==> src/rtl/gcp_pkg.sv <==
package gcp_pkg;

    // Width needed to hold values 0..n-1 (never below one bit)
    function automatic int unsigned gcp_w(input int unsigned n);
        return (n < 2) ? 1 : $clog2(n);
    endfunction

    typedef struct packed {
        logic gap_en;
        logic start;
    } gcp_flag_t;

endpackage

==> src/rtl/gcp_seq.sv <==
module gcp_seq
    import gcp_pkg::*;
#(
    parameter int unsigned WIN_LEN = 720,
    parameter int unsigned SUB_CNT = 3
) (
    input  logic                        clk,
    input  logic                        rst,
    input  logic                        step,
    output logic [gcp_w(SUB_CNT)-1:0]   sub_o,
    output logic                        win_last_o,
    output logic                        sup_first_o,
    output logic                        is_b_o
);
    localparam int unsigned CW = gcp_w(WIN_LEN);
    localparam int unsigned SW = gcp_w(SUB_CNT);

    typedef struct packed {
        logic [CW-1:0] cyc;
        logic [SW-1:0] sub;
    } seq_t;

    seq_t s_d, s_q;
    logic last_cyc;
    logic last_sub;

    always_comb begin
        last_cyc = (s_q.cyc == CW'(WIN_LEN - 1));
        last_sub = (s_q.sub == SW'(SUB_CNT - 1));
        s_d      = s_q;
        if (step) begin
            if (last_cyc) begin
                s_d.cyc = '0;
                s_d.sub = last_sub ? '0 : s_q.sub + SW'(1);
            end else begin
                s_d.cyc = s_q.cyc + CW'(1);
            end
        end
    end

    always_ff @(posedge clk) begin
        if (rst) begin
            s_q <= '0;
        end else begin
            s_q <= s_d;
        end
    end

    assign sub_o       = s_q.sub;
    assign win_last_o  = last_cyc;
    assign sup_first_o = (s_q.cyc == '0) && (s_q.sub == '0);
    assign is_b_o      = last_sub;

endmodule

==> src/rtl/gcp_accum.sv <==
module gcp_accum
    import gcp_pkg::*;
#(
    parameter int unsigned WIN_LEN = 720,
    parameter int unsigned CNT_A   = 621,
    parameter int unsigned CNT_B   = 622
) (
    input  logic clk,
    input  logic rst,
    input  logic step,
    input  logic is_b,
    input  logic win_last,
    output logic fire_o
);
    // The sum reaches at most 2*WIN_LEN-2
    localparam int unsigned AW = gcp_w(2 * WIN_LEN);

    typedef struct packed {
        logic [AW-1:0] acc;
    } acc_t;

    acc_t a_d, a_q;
    logic [AW-1:0] inc;
    logic          fire;

    always_comb begin
        inc  = a_q.acc + (is_b ? AW'(CNT_B) : AW'(CNT_A));
        fire = (inc >= AW'(WIN_LEN));
        a_d  = a_q;
        if (step) begin
            if (win_last) begin
                a_d.acc = '0;
            end else if (fire) begin
                a_d.acc = inc - AW'(WIN_LEN);
            end else begin
                a_d.acc = inc;
            end
        end
    end

    always_ff @(posedge clk) begin
        if (rst) begin
            a_q <= '0;
        end else begin
            a_q <= a_d;
        end
    end

    assign fire_o = fire;

endmodule

==> src/rtl/gcp_outreg.sv <==
module gcp_outreg
    import gcp_pkg::*;
#(
    parameter int unsigned SW = 2
) (
    input  logic          clk,
    input  logic          rst,
    input  logic          step,
    input  logic          fire,
    input  logic          sup_first,
    input  logic [SW-1:0] sub_in,
    input  logic          ser_in,
    output logic          gap_en_o,
    output logic          start_o,
    output logic [SW-1:0] sub_o,
    output logic          data_o
);
    typedef struct packed {
        gcp_flag_t     flag;
        logic [SW-1:0] sub;
        logic          data;
    } out_t;

    out_t o_d, o_q;

    always_comb begin
        o_d             = o_q;
        o_d.flag.gap_en = step && fire;
        o_d.flag.start  = step && sup_first;
        if (step) begin
            o_d.sub = sub_in;
            if (fire) begin
                o_d.data = ser_in;
            end
        end
    end

    always_ff @(posedge clk) begin
        if (rst) begin
            o_q <= '0;
        end else begin
            o_q <= o_d;
        end
    end

    assign gap_en_o = o_q.flag.gap_en;
    assign start_o  = o_q.flag.start;
    assign sub_o    = o_q.sub;
    assign data_o   = o_q.data;

endmodule

==> src/rtl/gapped_clk_pattern_gen.sv <==
module gapped_clk_pattern_gen
    import gcp_pkg::*;
#(
    parameter int unsigned WIN_LEN = 720,
    parameter int unsigned CNT_A   = 621,
    parameter int unsigned CNT_B   = 622,
    parameter int unsigned NUM_A   = 2
) (
    input  logic                       clk,
    input  logic                       rst,
    input  logic                       run,
    input  logic                       ser_in,
    output logic                       gap_en_o,
    output logic                       data_o,
    output logic [gcp_w(NUM_A+1)-1:0]  sub_idx_o,
    output logic                       super_start_o
);
    localparam int unsigned SUB_CNT = NUM_A + 1;
    localparam int unsigned SW      = gcp_w(SUB_CNT);

    logic [SW-1:0] sub;
    logic          win_last;
    logic          sup_first;
    logic          is_b;
    logic          fire;

    gcp_seq #(
        .WIN_LEN (WIN_LEN),
        .SUB_CNT (SUB_CNT)
    ) seq_i (
        .clk         (clk),
        .rst         (rst),
        .step        (run),
        .sub_o       (sub),
        .win_last_o  (win_last),
        .sup_first_o (sup_first),
        .is_b_o      (is_b)
    );

    gcp_accum #(
        .WIN_LEN (WIN_LEN),
        .CNT_A   (CNT_A),
        .CNT_B   (CNT_B)
    ) accum_i (
        .clk      (clk),
        .rst      (rst),
        .step     (run),
        .is_b     (is_b),
        .win_last (win_last),
        .fire_o   (fire)
    );

    gcp_outreg #(
        .SW (SW)
    ) outreg_i (
        .clk       (clk),
        .rst       (rst),
        .step      (run),
        .fire      (fire),
        .sup_first (sup_first),
        .sub_in    (sub),
        .ser_in    (ser_in),
        .gap_en_o  (gap_en_o),
        .start_o   (super_start_o),
        .sub_o     (sub_idx_o),
        .data_o    (data_o)
    );

endmodule

==> config.mk <==
export PLATFORM = sky130hd
export DESIGN_NAME = gapped_clk_pattern_gen
export DESIGN_NICKNAME = d
export VERILOG_FILES = /design/src/rtl/gcp_pkg.sv /design/src/rtl/gcp_seq.sv /design/src/rtl/gcp_accum.sv /design/src/rtl/gcp_outreg.sv /design/src/rtl/gapped_clk_pattern_gen.sv
export SDC_FILE = /design/constraint.sdc
export NUM_CORES = 1
export LEC_CHECK = 0
export BUFFER_PORTS_ARGS = -buffer_cell sky130_fd_sc_hd__buf_2
export CELL_PAD_IN_SITES_DETAIL_PLACEMENT = 1
export CELL_PAD_IN_SITES_GLOBAL_PLACEMENT = 1
export CORE_MARGIN = 2
export CORE_UTILIZATION = 40
export CTS_CLUSTER_DIAMETER = 40
export CTS_CLUSTER_SIZE = 16
export DETAILED_ROUTE_END_ITERATION = 12
export PLACE_DENSITY_LB_ADDON = 0.2
export SLEW_MARGIN = 30
export SYNTH_ARGS = -nofsm -noshare
export SYNTH_HDL_FRONTEND = slang
export SYNTH_SLANG_ARGS = --single-unit
==> constraint.sdc <==
create_clock -name clk -period 3.1 [get_ports clk]
set_input_delay 0.155 -clock clk [delete_from_list [all_inputs] [get_ports clk]]
set_output_delay 0.155 -clock clk [all_outputs]
set_load 0.005 [all_outputs]
==> impl_results.md <==
* Status: finished clean
* NumNets Final at between 200 and 300
* Least-Margin Pin Slew at a little over 500 ps
* Setup violations, final at 0
* Final period utilization at about 97%
* Clock root buffer: clkbuf_8
* TritonCTS clock tree: done
* Synthesized flop and latch total at 28
* Post-Synthesis Cells at roughly 230
* CTS max path bufs at 2
* Leak at approximately 0.00094 uW
* Largest net degree at the start of global routing at 19
* Total negative setup slack at 0 ps
* Cell depth of the worst hold path at 2
* CP max FO at 6
* Syn nets at 245
* PD cells at around 740 mW/mm2
* R2R Setup Slk at 110 ps
* Vias/cell at between 5 and 6
* Worst slew margin at roughly two thirds
* GRT overflow at 0
* Drc violations at 0
* EDFF count, synth at 0
* Vias in the first global route at roughly 1.7k
* Fmax achieved at ~330 MHz
* Synth Warn # at 0
* Num CTS Buffers at 3
* Hpwl dp at 3870 um
* DRT iter0 DRCs at about 110
* Io pins at 9
* Data arrival, critical path at around 3200 ps
* Max-cap viol count at 0
* CP Data Required Time at approximately 3300 ps
* Initial Util at a little over two fifths
* CTS Sinks at 28
* Die Ht at approximately 72 um
* Most used flip-flop cell after synthesis: dfxtp_1
* Mean Syn Cell Area at 7.99 um2
* Hold_sp: ser_in
* Num rows at 24
* N_diodes at 0
* Antenna Nets Post-Route at 0
* Share of cells above drive strength 1 at a little under a fifth
* Die ar. at about 0.0052 mm2
* Capturing element type of the critical path: flip-flop
* Wirelength, routed at between 5000 and 6000 um
* Max-slew violations at 0
* Synthesized area at about 0.0019 mm2
* Worst r2r src: seq_i.sub_o[0]$_SDFFE_PP0P_
* FF-to-FF End: outreg_i.data_o$_SDFFE_PP0P_
* Setup CP Type: flip-flop to flip-flop
* Hold Crit Class: input port to flip-flop
* Gp weighted congestion at between 0.8 and 0.9
* I/O Buffers at 8
* Core box area at roughly 0.0044 mm2
* First-pass GRT wire length at around 8900 um
* Reg2Reg Depth at 12
* Yosys cell types at 61
* Via count at 1,775
* Overall power at approximately 1600 uW
* Pre-Repair DR Iteration Count at 4
* Total global-route track usage at between 20% and 30%
* Clk_lat worst skew at between 200 and 300 ps
* # H-tree levels at 1
* Avg WL per Cell at approximately 18 um
* Skew final at 6.38 ps
* Clock transition at path regs at approximately 90 ps
* Setup crit start kind: flip-flop
* Worst Hold End: outreg_i.data_o$_SDFFE_PP0P_
* Min Tclk post-route at about 3000 ps
* Width of the die at roughly 72 um
* Seq/Total Area, Yosys at between 20% and 30%
* FFs w/ async S/R, synth at 0%
* Final hold vios at 0
* Antenna violations before repair at 0
* Worst VDD drop at ~0.00044 V
* Syn-to-layout area delta at 16.7%
## critical path, stage by stage (launching register included)
cell and delay (ps):
dfxtp_1 340, nand2b_2 180, ha_4 160, inv_1 60, fa_2 430, dlymetal6s2s_1 210, nor4b_2 260, a2bb2oi_1 100
a221o_1 360, a21oi_4 310, a21oi_4 120, buf_4 160, a41o_1 220
## how the worst max path moves through the flow
stage	from	endpoint	slack, ps	cells past startpoint
3_5_place_dp	seq_i.sub_o[0]$_SDFFE_PP0P_	outreg_i.data_o$_SDFFE_PP0P_	-4	13
2_1_floorplan	seq_i.sub_o[0]$_SDFFE_PP0P_	outreg_i.data_o$_SDFFE_PP0P_	210	14
6_report	seq_i.sub_o[0]$_SDFFE_PP0P_	outreg_i.data_o$_SDFFE_PP0P_	110	12
3_3_place_gp	seq_i.sub_o[0]$_SDFFE_PP0P_	outreg_i.data_o$_SDFFE_PP0P_	80	13
5_1_grt	seq_i.sub_o[0]$_SDFFE_PP0P_	accum_i.a_q[5]$_SDFFE_PP0P_	-80	13
4_1_cts	seq_i.sub_o[0]$_SDFFE_PP0P_	accum_i.a_q[5]$_SDFFE_PP0P_	30	13
## layout by cell type, fill, tap and decap left out, types with 6 or more instances in the layout
cell / Yosys / routed
xor2_1: 7 / 7
dfxtp_1: 28 / 28
o21ai_0: 9 / 9
inv_1: 10 / 10
nor2_1: 31 / 30
buf_2: 2 / 8
nand3_1: 9 / 9
mux2i_1: 6 / 6
nand2_1: 26 / 26
xnor2_1: 9 / 8
buf_4: 1 / 18
a21oi_1: 13 / 13
## through the flow
stage | worst slack (ps) | instance area (um2) | utilization [%] | std cells | hold slack [ps]
finish | 107 | 2180 | 49.1 | 306 | 123
global route | -75.6 | 2180 | 49.1 | 306 | 136
CTS | 31.0 | 2050 | 46.0 | 297 | 114
detailed placement | -4.23 | 1980 | 44.6 | 292 | 410
global placement | 78.1 | 1980 | 44.6 | 292 | 409
floorplan | 213 | 1870 | - | 234 | 224
## timing repair
action                     in CTS  in global routing
setup endpoints to repair       2                  9
hold buffers                    0                  0
buffers inserted                1                  9
pin swaps                       1                  5
gates resized for setup         1                 11
## power breakdown
group	switching, uW	internal, uW	total [uW]
Sequential	78.7	405	484
Clock	110	114	224
Combinational	488	424	912
Total	677	943	1620
## final cells by class
| class | instances | area (um2) |
|---|---|---|
| tap | 52 | 65.1 |
| multi-input combinational | 184 | 1270 |
| fill | 557 | 2260 |
| timing repair buffer | 27 | 188 |
| clock buffer | 4 | 55.1 |
| sequential | 28 | 561 |
| inverter | 11 | 41.3 |
## synth_stat cells, types with 3 or more instances
library cell | instances | area share [%]
a21oi_1 | 13 | 3.5
o21ai_0 | 9 | 2.4
nor3_1 | 5 | 1.3
nand2_1 | 26 | 5.2
o211ai_1 | 3 | 1.2
xnor2_1 | 9 | 4.2
dfxtp_1 | 28 | 30
inv_1 | 10 | 2.0
clkbuf_1 | 6 | 1.2
mux2i_1 | 6 | 3.2
xor2_1 | 7 | 3.3
nor2_1 | 31 | 6.2
a21o_1 | 5 | 2.0
nand3_1 | 9 | 2.4
and3_1 | 3 | 1.0
ha_1 | 6 | 4.0
## flip-flops by register name (all words and copies together) (netlist names)
name / cells
accum_i.a_q: 11
seq_i.s_q: 10
outreg_i.sub_o: 2
seq_i.sub_o: 2
outreg_i.data_o: 1
outreg_i.gap_en_o: 1
outreg_i.start_o: 1
## metal layers
metal / global-route usage (%) / vias up / share of wire [%]
li1: - / 873 / -
met1: 32.4 / 869 / 51
met2: 32.4 / 26 / 45
met3: 3.47 / 7 / 2.7
met4: 6.17 / 0 / 1.3
met5: 0 / - / 0
## cell families (layout without fill, tap and decap cells)
group / count (synthesis) / count (layout) / synth area share [%]
AO/OA/AOI/OAI: 60 / 60 / 23.4
XOR/XNOR: 16 / 16 / 7.49
adder cells (fa/ha/maj): 7 / 7 / 5.08
buffers and inverters: 22 / 42 / 5.55
flip-flops: 28 / 28 / 30.0
multiplexers: 6 / 6 / 3.21
AND/OR/NAND/NOR: 95 / 95 / 25.3
No activity file was read; power rests on OpenSTA's default activity.
